**src/rtl/mwl_pkg.sv**
```systemverilog
package mwl_pkg;

  // Controller phases
  typedef enum logic [1:0] {
    ST_RUN   = 2'd0,  // normal logging from the active bank
    ST_DRAIN = 2'd1,  // checkpoint open, emptying the active bank
    ST_HOLD  = 2'd2,  // drained, flush_done high, waiting for request to drop
    ST_MARK  = 2'd3   // emitting the boundary record
  } mwl_state_e;

  localparam logic KIND_DATA  = 1'b0;
  localparam logic KIND_BOUND = 1'b1;

endpackage

```
**src/rtl/mwl_rst_sync.sv**
```systemverilog
module mwl_rst_sync (
  input  logic clk,
  input  logic rst_n_in,
  output logic rst_n_out
);

  logic [1:0] sync_q;

  always_ff @(posedge clk or negedge rst_n_in) begin
    if (!rst_n_in) begin
      sync_q <= 2'b00;
    end else begin
      sync_q <= {sync_q[0], 1'b1};
    end
  end

  assign rst_n_out = sync_q[1];

endmodule

```
**src/rtl/mwl_bank.sv**
```systemverilog
module mwl_bank #(
  parameter int WIDTH = 96,
  parameter int DEPTH = 8
) (
  input  logic             clk,
  input  logic             rst_n,
  input  logic             push,
  input  logic [WIDTH-1:0] din,
  input  logic             pop,
  output logic [WIDTH-1:0] dout,
  output logic             empty,
  output logic             full
);

  localparam int PW = (DEPTH > 1) ? $clog2(DEPTH) : 1;
  localparam int CW = $clog2(DEPTH + 1);
  localparam logic [PW-1:0] LAST = PW'(DEPTH - 1);

  logic [WIDTH-1:0] mem [DEPTH];
  logic [PW-1:0]    wp_q, wp_d;
  logic [PW-1:0]    rp_q, rp_d;
  logic [CW-1:0]    cnt_q, cnt_d;

  always_comb begin
    wp_d  = wp_q;
    rp_d  = rp_q;
    if (push) begin
      wp_d = (wp_q == LAST) ? '0 : wp_q + PW'(1);
    end
    if (pop) begin
      rp_d = (rp_q == LAST) ? '0 : rp_q + PW'(1);
    end
    cnt_d = cnt_q + CW'(push) - CW'(pop);
  end

  always_ff @(posedge clk or negedge rst_n) begin
    if (!rst_n) begin
      wp_q  <= '0;
      rp_q  <= '0;
      cnt_q <= '0;
    end else begin
      if (push) wp_q <= wp_d;
      if (pop)  rp_q <= rp_d;
      if (push || pop) cnt_q <= cnt_d;
    end
  end

  // Storage needs no reset: only read once the count says valid
  always_ff @(posedge clk) begin
    if (push) begin
      mem[wp_q] <= din;
    end
  end

  assign dout  = mem[rp_q];
  assign empty = (cnt_q == '0);
  assign full  = (cnt_q == CW'(DEPTH));

  // a bank never takes a write it has no room for
  p_no_overflow_r5: assert property (@(posedge clk) disable iff (!rst_n)
    push |-> (!full || pop));

  // nothing is read out of an empty bank
  p_no_underflow_r2: assert property (@(posedge clk) disable iff (!rst_n)
    pop |-> !empty);

endmodule

```
**src/rtl/mwl_log_ptr.sv**
```systemverilog
module mwl_log_ptr #(
  parameter int LOG_DEPTH = 65536
) (
  input  logic                         clk,
  input  logic                         rst_n,
  input  logic                         adv,
  output logic [$clog2(LOG_DEPTH)-1:0] ptr
);

  localparam int PW = $clog2(LOG_DEPTH);
  localparam logic [PW-1:0] LAST = PW'(LOG_DEPTH - 1);

  logic [PW-1:0] ptr_q, ptr_d;

  always_comb begin
    ptr_d = (ptr_q == LAST) ? '0 : ptr_q + PW'(1);
  end

  always_ff @(posedge clk or negedge rst_n) begin
    if (!rst_n) begin
      ptr_q <= '0;
    end else if (adv) begin
      ptr_q <= ptr_d;
    end
  end

  assign ptr = ptr_q;

  // the slot only moves when a record is written
  p_ptr_idle_r10: assert property (@(posedge clk) disable iff (!rst_n)
    !adv |=> $stable(ptr));

  // after the top slot the next record goes to slot 0
  p_ptr_wrap_r10: assert property (@(posedge clk) disable iff (!rst_n)
    (adv && ptr == LAST) |=> (ptr == '0));

endmodule

```
**src/rtl/mwl_ctrl.sv**
```systemverilog
module mwl_ctrl
  import mwl_pkg::*;
#(
  parameter int DATA_W = 64
) (
  input  logic              clk,
  input  logic              rst_n,
  input  logic              ckpt_req,
  input  logic              log_ready,
  input  logic              snoop_vld,
  input  logic [1:0]        bank_empty,
  input  logic [1:0]        bank_full,
  output logic [1:0]        bank_push,
  output logic [1:0]        bank_pop,
  output logic              drain_sel,
  output logic              log_wr,
  output logic              log_kind,
  output logic              snoop_stall,
  output logic              flush_done,
  output logic [DATA_W-1:0] epoch
);

  mwl_state_e        state_q, state_d;
  logic              cur_q, cur_d;
  logic [DATA_W-1:0] epoch_q, epoch_d;

  logic tgt;
  logic drain_act;
  logic pop_ok;
  logic mark_ok;
  logic blocked;

  // Datapath steering
  always_comb begin
    tgt       = (state_q == ST_RUN) ? cur_q : ~cur_q;
    drain_act = ((state_q == ST_RUN) || (state_q == ST_DRAIN)) && !bank_empty[cur_q];
    pop_ok    = log_ready && drain_act;
    mark_ok   = log_ready && (state_q == ST_MARK);
    blocked   = bank_full[tgt] && !(pop_ok && (tgt == cur_q));

    bank_pop         = 2'b00;
    bank_pop[cur_q]  = pop_ok;
    bank_push        = 2'b00;
    bank_push[tgt]   = snoop_vld && !blocked;
  end

  // Next state
  always_comb begin
    state_d = state_q;
    cur_d   = cur_q;
    epoch_d = epoch_q;
    unique case (state_q)
      ST_RUN: begin
        if (ckpt_req) state_d = ST_DRAIN;
      end
      ST_DRAIN: begin
        if (bank_empty[cur_q]) state_d = ST_HOLD;
      end
      ST_HOLD: begin
        if (!ckpt_req) state_d = ST_MARK;
      end
      ST_MARK: begin
        if (log_ready) begin
          state_d = ST_RUN;
          cur_d   = ~cur_q;
          epoch_d = epoch_q + DATA_W'(1);
        end
      end
      default: state_d = ST_RUN;
    endcase
  end

  always_ff @(posedge clk or negedge rst_n) begin
    if (!rst_n) begin
      state_q <= ST_RUN;
      cur_q   <= 1'b0;
      epoch_q <= '0;
    end else begin
      state_q <= state_d;
      if (mark_ok) begin
        cur_q   <= cur_d;
        epoch_q <= epoch_d;
      end
    end
  end

  assign drain_sel   = cur_q;
  assign log_wr      = pop_ok || mark_ok;
  assign log_kind    = (state_q == ST_MARK) ? KIND_BOUND : KIND_DATA;
  assign snoop_stall = blocked;
  assign flush_done  = (state_q == ST_HOLD);
  assign epoch       = epoch_q;

  // completion is only reported with the closing bank empty
  p_done_empty_r6: assert property (@(posedge clk) disable iff (!rst_n)
    flush_done |-> bank_empty[cur_q]);

  // completion stays up while the request is still high
  p_done_hold_r7: assert property (@(posedge clk) disable iff (!rst_n)
    (flush_done && ckpt_req) |=> flush_done);

  // a stall is only raised when some bank is full
  p_stall_full_r5: assert property (@(posedge clk) disable iff (!rst_n)
    snoop_stall |-> (bank_full != 2'b00));

  // exactly one boundary record per checkpoint
  p_one_mark_r9: assert property (@(posedge clk) disable iff (!rst_n)
    (log_wr && log_kind) |=> !(log_wr && log_kind));

endmodule

```
**src/rtl/mwl_logger.sv**
```systemverilog
module mwl_logger #(
  parameter int ADDR_W     = 32,
  parameter int DATA_W     = 64,
  parameter int BANK_DEPTH = 8,
  parameter int LOG_DEPTH  = 65536
) (
  input  logic                         clk,
  input  logic                         rst_n,
  input  logic                         snoop_vld,
  input  logic [ADDR_W-1:0]            snoop_addr,
  input  logic [DATA_W-1:0]            snoop_data,
  output logic                         snoop_stall,
  input  logic                         ckpt_req,
  output logic                         flush_done,
  input  logic                         log_ready,
  output logic                         log_wr,
  output logic [$clog2(LOG_DEPTH)-1:0] log_ptr,
  output logic                         log_kind,
  output logic [ADDR_W-1:0]            log_addr,
  output logic [DATA_W-1:0]            log_data
);

  localparam int REC_W    = ADDR_W + DATA_W;
  localparam int NUM_BANK = 2;

  logic                rst_n_s;
  logic [1:0]          bank_push, bank_pop, bank_empty, bank_full;
  logic [REC_W-1:0]    bank_dout [NUM_BANK];
  logic [REC_W-1:0]    head_rec;
  logic                drain_sel;
  logic [DATA_W-1:0]   epoch;

  mwl_rst_sync i_rst_sync (
    .clk       (clk),
    .rst_n_in  (rst_n),
    .rst_n_out (rst_n_s)
  );

  for (genvar b = 0; b < NUM_BANK; b++) begin : g_bank
    mwl_bank #(
      .WIDTH (REC_W),
      .DEPTH (BANK_DEPTH)
    ) i_bank (
      .clk   (clk),
      .rst_n (rst_n_s),
      .push  (bank_push[b]),
      .din   ({snoop_addr, snoop_data}),
      .pop   (bank_pop[b]),
      .dout  (bank_dout[b]),
      .empty (bank_empty[b]),
      .full  (bank_full[b])
    );
  end

  mwl_ctrl #(
    .DATA_W (DATA_W)
  ) i_ctrl (
    .clk         (clk),
    .rst_n       (rst_n_s),
    .ckpt_req    (ckpt_req),
    .log_ready   (log_ready),
    .snoop_vld   (snoop_vld),
    .bank_empty  (bank_empty),
    .bank_full   (bank_full),
    .bank_push   (bank_push),
    .bank_pop    (bank_pop),
    .drain_sel   (drain_sel),
    .log_wr      (log_wr),
    .log_kind    (log_kind),
    .snoop_stall (snoop_stall),
    .flush_done  (flush_done),
    .epoch       (epoch)
  );

  mwl_log_ptr #(
    .LOG_DEPTH (LOG_DEPTH)
  ) i_log_ptr (
    .clk   (clk),
    .rst_n (rst_n_s),
    .adv   (log_wr),
    .ptr   (log_ptr)
  );

  // Record formatting: boundary records carry the checkpoint number
  always_comb begin
    head_rec = bank_dout[drain_sel];
    if (log_kind) begin
      log_addr = '0;
      log_data = epoch;
    end else begin
      log_addr = head_rec[REC_W-1:DATA_W];
      log_data = head_rec[DATA_W-1:0];
    end
  end

  // the log slot does not move while the log port is busy
  p_ptr_hold_r4: assert property (@(posedge clk) disable iff (!rst_n_s)
    !log_ready |=> $stable(log_ptr));

  // boundary records carry a zero address field
  p_mark_addr_r9: assert property (@(posedge clk) disable iff (!rst_n_s)
    (log_wr && log_kind) |-> (log_addr == '0));

  // nothing is written while the log port is busy
  p_wr_ready_r4: assert property (@(posedge clk) disable iff (!rst_n_s)
    log_wr |-> log_ready);

endmodule

```
**config.mk**
```make
export PLATFORM = sky130hd
export DESIGN_NAME = mwl_logger
export DESIGN_NICKNAME = d
export VERILOG_FILES = /design/src/rtl/mwl_pkg.sv /design/src/rtl/mwl_rst_sync.sv /design/src/rtl/mwl_bank.sv /design/src/rtl/mwl_log_ptr.sv /design/src/rtl/mwl_ctrl.sv /design/src/rtl/mwl_logger.sv
export SDC_FILE = /design/constraint.sdc
export NUM_CORES = 2
export LEC_CHECK = 0
export CORE_ASPECT_RATIO = 1.1
export CORE_MARGIN = 5
export CORE_UTILIZATION = 45
export DETAILED_ROUTE_END_ITERATION = 6
export HOLD_SLACK_MARGIN = 0.15
export PLACE_DENSITY = 0.74
export SLEW_MARGIN = 10
export SYNTH_ARGS = -nofsm -noshare
export SYNTH_HDL_FRONTEND = slang
export SYNTH_SLANG_ARGS = --single-unit
```
**constraint.sdc**
```tcl
create_clock -name clk -period 6.6 [get_ports clk]
set_input_delay 1.32 -clock clk [delete_from_list [all_inputs] [get_ports clk]]
set_output_delay 1.32 -clock clk [all_outputs]
set_load 0.05 [all_outputs]
```
# ---- Yosys cells after proc, flatten, opt, wreduce, memory -nomap -nowiden
# Memory sizes are Yosys's and may differ from the RTL's.
# Cells that the tools add are included.
dict set report totals {
  ff_bits 105
  ramBits 1536
  in_bits 101
  output_inout_bits 116
  word_cells 96
  mem_count 2
}
# memory depth width read_ports rd_clocked_by_memory_dff wr line_no
set mem_list {}
lappend mem_list {{g_bank[0].i_bank.mem} 8 96 1 0 1 mwl_bank.sv:19} ;# logic [WIDTH-1:0] mem [DEPTH];
lappend mem_list {{g_bank[1].i_bank.mem} 8 96 1 0 1 mwl_bank.sv:19}
dict set report op_classes {
  addsub 10
  magnitude_cmp 5
  eq_ne 15
  mux 29
  n_bitwise 4
  reduce_logical 20
}
# operator count
set op_table {}
lappend op_table {{$mux W96} 3}
lappend op_table {{$add A64 B1 Y64 const B} 1}
lappend op_table {{$mux W64} 1}
lappend op_table {{$mux W32} 1}
lappend op_table {{$add A16 B1 Y16 const B} 1}
lappend op_table {{$eq A16 B16 Y1 const B} 1}
lappend op_table {{$mux W16} 1}
lappend op_table {{$add A3 B1 Y3 const B} 4}
lappend op_table {{$eq A3 B3 Y1 const B} 4}
lappend op_table {{$mux W1} 12}
lappend op_table {{$mux W3} 4}
lappend op_table {{$add A4 B1 Y4} 2}
lappend op_table {{$eq A4 B4 Y1 const B} 2}
lappend op_table {{$logic_and A1 B1 Y1} 8}
lappend op_table {{$logic_not A4 Y1} 2}
lappend op_table {{$mux W2} 4}
lappend op_table {{$ne A2 B2 Y1 const B} 4}
lappend op_table {{$pmux W2 S4} 1}
lappend op_table {{$sub A4 B1 Y4} 2}
lappend op_table {{$and A2 B2 Y2} 2}
lappend op_table {{$eq A2 B2 Y1 const B} 2}
lappend op_table {{$logic_or A1 B1 Y1} 4}
lappend op_table {{$lt A1 B2 Y1 const B} 2}
lappend op_table {{$reduce_and A4 Y1} 1}
lappend op_table {{10 further kinds} 14}

# ---- Logic depth before layout (Yosys ltp)
dict set report depth {
  ltp_word 14
  mapped_depth 15
  mapped_depth_nobuf 15
}

# ---- By module
# Synthesis repeated with hierarchy kept, for this count alone.
dict set report hier_totals {
  hier_cells 3059
  area_unflattened_um2 65097.4
}
# mod instances cells_per_inst area_each_um2 seq_area_each_um2
set by_module_without_submodules {}
lappend by_module_without_submodules {{mwl_bank at g_bank[1].i_bank} 1 1179 29492.0 23312.4}
lappend by_module_without_submodules {{mwl_bank at g_bank[0].i_bank} 1 1176 29489.5 23312.4}
lappend by_module_without_submodules {mwl_ctrl 1 332 3344.5 1676.6}
lappend by_module_without_submodules {mwl_logger 1 284 1865.5 0.0}
lappend by_module_without_submodules {mwl_log_ptr 1 85 852.1 400.4}
lappend by_module_without_submodules {mwl_rst_sync 1 3 53.8 50.0}

# ---- Least setup slack after synthesis
# OpenSTA, ideal clock, no wires.
dict set report synth_path {
  path_type {in2reg}
  start {input port log_ready}
  end {memory g_bank[0].i_bank.mem[2][0], enable pin}
  setup_ps 820
  t_arrival_ps 12032
  t_required_ps 5780
  setup_slack_ps -6251
  stages 6
  n_path_buf 0
  cell_sequence {o21ai_0 > nor3_1 > nand2_1 > a21oi_2 > inv_2 > nor4b_1}
}
dict set report synth_via {
  elab_chain_cells 9
}
# element line_no
set synth_rtl {}
lappend synth_rtl {{from (decl)} mwl_logger.sv:15} ;# input logic log_ready,
lappend synth_rtl {{$logic_and A1 B1 Y1} mwl_ctrl.sv:37} ;# pop_ok = log_ready && drain_act;
lappend synth_rtl {{$logic_and A1 B1 Y1} mwl_ctrl.sv:39} ;# blocked = bank_full[tgt] && !(pop_ok && (tgt == cur_q));
lappend synth_rtl {{$logic_not A1 Y1} mwl_ctrl.sv:39}
lappend synth_rtl {{$logic_and A1 B1 Y1} mwl_ctrl.sv:39}
lappend synth_rtl {{$logic_not A1 Y1} mwl_ctrl.sv:44} ;# bank_push[tgt] = snoop_vld && !blocked;
lappend synth_rtl {{$logic_and A1 B1 Y1} mwl_ctrl.sv:44}
lappend synth_rtl {{$and A2 B2 Y2 (no source line)} --}
lappend synth_rtl {{$mux W1} mwl_bank.sv:50} ;# if (push) begin
lappend synth_rtl {{$mux W1 (not written as such)} mwl_bank.sv:51} ;# mem[wp_q] <= din;
lappend synth_rtl {{to (decl)} mwl_bank.sv:19}
# Every way passes these cells.

# ---- Final worst setup path
dict set report layout_path {
  start {register g_bank[1].i_bank.rp_q[0]}
  end {output port log_data[56]}
}
dict set report layout_via {
  elab_chain_cells 5
}
# element line_no
set layout_rtl {}
lappend layout_rtl {{from (decl)} mwl_bank.sv:21} ;# logic [PW-1:0] rp_q, rp_d;
lappend layout_rtl {{from (signal assigned)} mwl_bank.sv:43} ;# if (pop) rp_q <= rp_d;
lappend layout_rtl {{$mem_v2 Z8 W96} --}
lappend layout_rtl {{$mux W96 (not written as such) (3 in series)} mwl_logger.sv:86} ;# head_rec = bank_dout[drain_sel];
lappend layout_rtl {{$mux W64} mwl_logger.sv:87} ;# if (log_kind) begin
lappend layout_rtl {{to (decl)} mwl_logger.sv:20} ;# output logic [DATA_W-1:0] log_data
# Every way passes these cells. The select of a mux whose other input is x is not followed.

==> run_results.csv <==
group,metric,value,unit
critical_path,critPathSlowestCell,"dfrtp_4",
detailed_routing,first_pass_iters,5,
synthesis,ys_ff_latch,1641,
floorplan,row_count,145,
synthesis,ys_warn_count,0,
sta,finalWorstSetupSlack,1.01,ns
layout,multi_input_area,14600,um2
critical_path,crit_required,5.28,ns
detailed_routing,vias_per_cell,5.92,
clocking,hold_buffers,0,
sta,fin_worst_skew,0.0185,ns
power_and_ir_drop,power_density,468,nW/um2
detailed_routing,first_iter_violations,3477,
detailed_routing,wirelength,151000,um
synthesis,yosysTopAreaCellShare,72.0,%
layout,layout_common_cells,"1536 x edfxtp_1, 384 x mux4_2, 216 x clkdlybuf4s50_1",
synthesis,netlist_area,64100,um2
layout,fill_cells,10900,
layout,drive_above_1_share,24.6,%
hold_path,hp-class,"flop to flop",
run_status,outcome,"finished, final reports clean",
synthesis,synth-compound-area-share,2.18,%
critical_path,path_max_fanout,21,
clocking,ctsHtreeMaxLevel,4,
power_and_ir_drop,power,34.6,mW
synthesis,synth_fa_ha_area_share,0.590,%
critical_path,crit_type,"flop to output pin",
detailed_routing,vias,31560,
sta,worst_slew_pin_slew,1.31,ns
sta,setup_viol,0,
clocking,clkTransAtPathRegs,0.06,ns
critical_path,cp-start-kind,"flop",
place,gp_congestion,0.779,
critical_path,path_cells,"buf_4 > buf_4 > mux4_2 > mux2_2 > o22ai_1 > a21oi_1 > clkdlybuf4s50_1",
sta,hold_viol_final,0,
sta,min_period_over_period,84.7,%
critical_path,path_buf_inv,3,
floorplan,ios,217,
grt,grt_max_degree,97,
layout,fin_cells,5335,
synthesis,post_synth.cell_area_avg,21.4,um2
floorplan,core-area,142000,um2
synthesis,synth_top_family_by_area,"multiplexers",
clocking,clock_latency,0.77,ns
clocking,cts_tree,"built",
synthesis,synth.distinct_cells,50,
clocking,cts.root.buffer_cell,"clkbuf_16",
sta,slew-limit-headroom,11.9,%
sta,period_minus_slack,5.59,ns
grt,antenna_found_initial,29,
floorplan,die_w,370,um
critical_path,critical_path.top_delay_family,"buffers and inverters",
floorplan,die_y,406,um
synthesis,synthTopCellsByArea,"edfxtp_1 72%, mux4_2 13%, dfrtp_1 4.1%",
critical_path,path_common_cell,"buf_4",
sta,rsz0062_at_grt,"no",
synthesis,yosysSeqAreaShare,76.1,%
critical_path,endpoint_kind,"output pin",
place,dp_hpwl,76600,um
layout,area_growth,15.6,%
clocking,cts_resized,0,
flow_run,cap_violations,0,
detailed_routing,drc,0,
sta,fmax,179,MHz
synthesis,synth-simple-area-share,2.17,%
layout,nNetsFinal,3411,
clocking,cts.sinks,1641,
floorplan,die_area,150000,um2
grt,grt_pass1_vias,32648,
clocking,cts-buffers-inserted,161,
grt,grt.total_usage,20.2,%
place,io_buffers,216,
synthesis,synthMuxAreaShare,16.5,%
sta,slew_violations,0,
synthesis,synth_edf_count,1536,
place,placedCellCount,5029,
synthesis,syn_inst,2988,
layout,final_common_cell,"edfxtp_1",
layout,seqCellArea,48800,um2
clocking,clk_path_buf_depth,3,
critical_path,cpPeakStageDelay,0.75,ns
synthesis,synth_nets,3118,
synthesis,synthArstFlopShare,6.40,%
place,dpl_worst_slack,1.51,ns
detailed_routing,ant_nets,0,
synthesis,synth_largest_area_cell,"edfxtp_1",
synthesis,synth_xor_xnor_area_share,1.08,%
grt,grt-ovfl-total,0,
clocking,cts_setup_buffers,0,
power_and_ir_drop,ir_drop,0.000389,V
power_and_ir_drop,leakage,23.5,nW
critical_path,arrival,4.27,ns
sta,tns,0,ns
synthesis,synth-main-ff-cell,"edfxtp_1",
grt,grt_pass1_wl,221000,um
detailed_routing,wire_per_inst,28.2,um
floorplan,initial_core_util,45.2,%
sequential cells by signal, indices dropped and copies added, names as in the netlist:
| signal | cells |
|---|---|
| g_bank.i_bank.cnt_q | 8 |
| g_bank.i_bank.mem | 1536 |
| g_bank.i_bank.rp_q | 6 |
| g_bank.i_bank.wp_q | 6 |
| i_ctrl.drain_sel | 1 |
| i_ctrl.epoch | 64 |
| i_ctrl.state_q | 2 |
| i_log_ptr.ptr | 16 |
| i_rst_sync.sync_q | 2 |
metal layers:
metal  wire length (um)  global-route usage (%)
met5                102                       0
met4               3380                    5.66
met3              15600                    5.62
met2              72000                    31.9
met1              59500                    28.0
worst register-to-register path, delay by kind of cell (launching register included):
kind	cells	cell delay [ns]
compound gates	1	0.34
buf+inv	2	1.00
flops	1	0.74
simple gates	4	1.10
Yosys cell counts, types with 2 or more instances:
| cell | n |
|---|---|
| buf_2 | 43 |
| o31ai_1 | 2 |
| mux2i_1 | 47 |
| xor2_1 | 7 |
| nor4b_1 | 6 |
| nor3_1 | 25 |
| or4_4 | 2 |
| or2_2 | 4 |
| nor4_4 | 3 |
| nand3_1 | 20 |
| and2_1 | 3 |
| a21o_1 | 3 |
| nand2_1 | 37 |
| ha_1 | 27 |
| nor2b_1 | 34 |
| o22ai_1 | 64 |
| clkbuf_1 | 74 |
| inv_1 | 76 |
| a21oi_1 | 61 |
| dfrtp_1 | 105 |
| o21ai_0 | 18 |
| nand4_4 | 2 |
| and4_1 | 5 |
| or4_1 | 3 |
| nor2_1 | 21 |
| a31oi_1 | 11 |
| a211oi_1 | 64 |
| fa_1 | 2 |
| mux2_2 | 129 |
| nand4_2 | 2 |
| buf_4 | 2 |
| nand4_1 | 24 |
| buf_1 | 28 |
| inv_2 | 2 |
| xnor2_1 | 68 |
| a21oi_2 | 2 |
| nand2_2 | 2 |
| mux4_2 | 384 |
| edfxtp_1 | 1536 |
| and3_1 | 5 |
| xnor2_2 | 2 |
| nor4_1 | 25 |
power by group:
part / switching [mW] / total, mW / internal, mW
logic: 7.47 / 12.4 / 4.94
clock network: 3.79 / 8.76 / 4.98
registers: 0.806 / 13.5 / 12.7
final timing paths:
kind | start | depth (start not counted) | slack, ns | to
worst max-delay path | g_bank[1].i_bank.rp_q[0] | 7 | 1.01 | log_data[56]
worst min-delay path | i_rst_sync.sync_q[0] | 0 | 0.36 | i_rst_sync.sync_q[1]
min in group asynchronous | i_rst_sync.sync_q[1] | 0 | 0.47 | g_bank[0].i_bank.wp_q[2]
worst max register to register | i_ctrl.drain_sel | 7 | 2.95 | g_bank[1].i_bank.mem[5][64]
max in group asynchronous | i_rst_sync.sync_q[1] | 1 | 4.90 | g_bank[0].i_bank.rp_q[0]
worst min register to register | i_rst_sync.sync_q[0] | 0 | 0.36 | i_rst_sync.sync_q[1]
metrics by stage:
step / utilization (%) / hold slack [ns] / cell area (um2)
global placement: 48.7 / 0.340 / 69100
CTS: 52.2 / 0.360 / 74100
global route: 52.2 / 0.375 / 74100
finish: 52.2 / 0.358 / 74100
floorplan: - / 0.331 / 64200
detailed placement: 48.7 / 0.338 / 69100
cells by family (layout without fill, tap and decap cells):
family                     count (synthesis)  in the layout
AOI/OAI and AO/OA                        225            225
xor gates and xnor gates                  77             77
adders and majority gates                 29             29
buffers and inverters                    225            646
DFF                                     1641           1641
muxes                                    560            560
other                                      1             16
and+or+nand+nor                          230            230
layout make-up:
cell class | instances | share of cell area [%]
Antenna cell | 15 | 0.0506
Clock buffer | 218 | 5.91
Clock inverter | 73 | 0.864
Inverter | 78 | 0.395
Multi-Input combinational cell | 1122 | 19.7
Sequential cell | 1641 | 65.8
Tap cell | 1911 | 3.23
Timing Repair Buffer | 277 | 3.99
(Power assumes the default switching activity.)
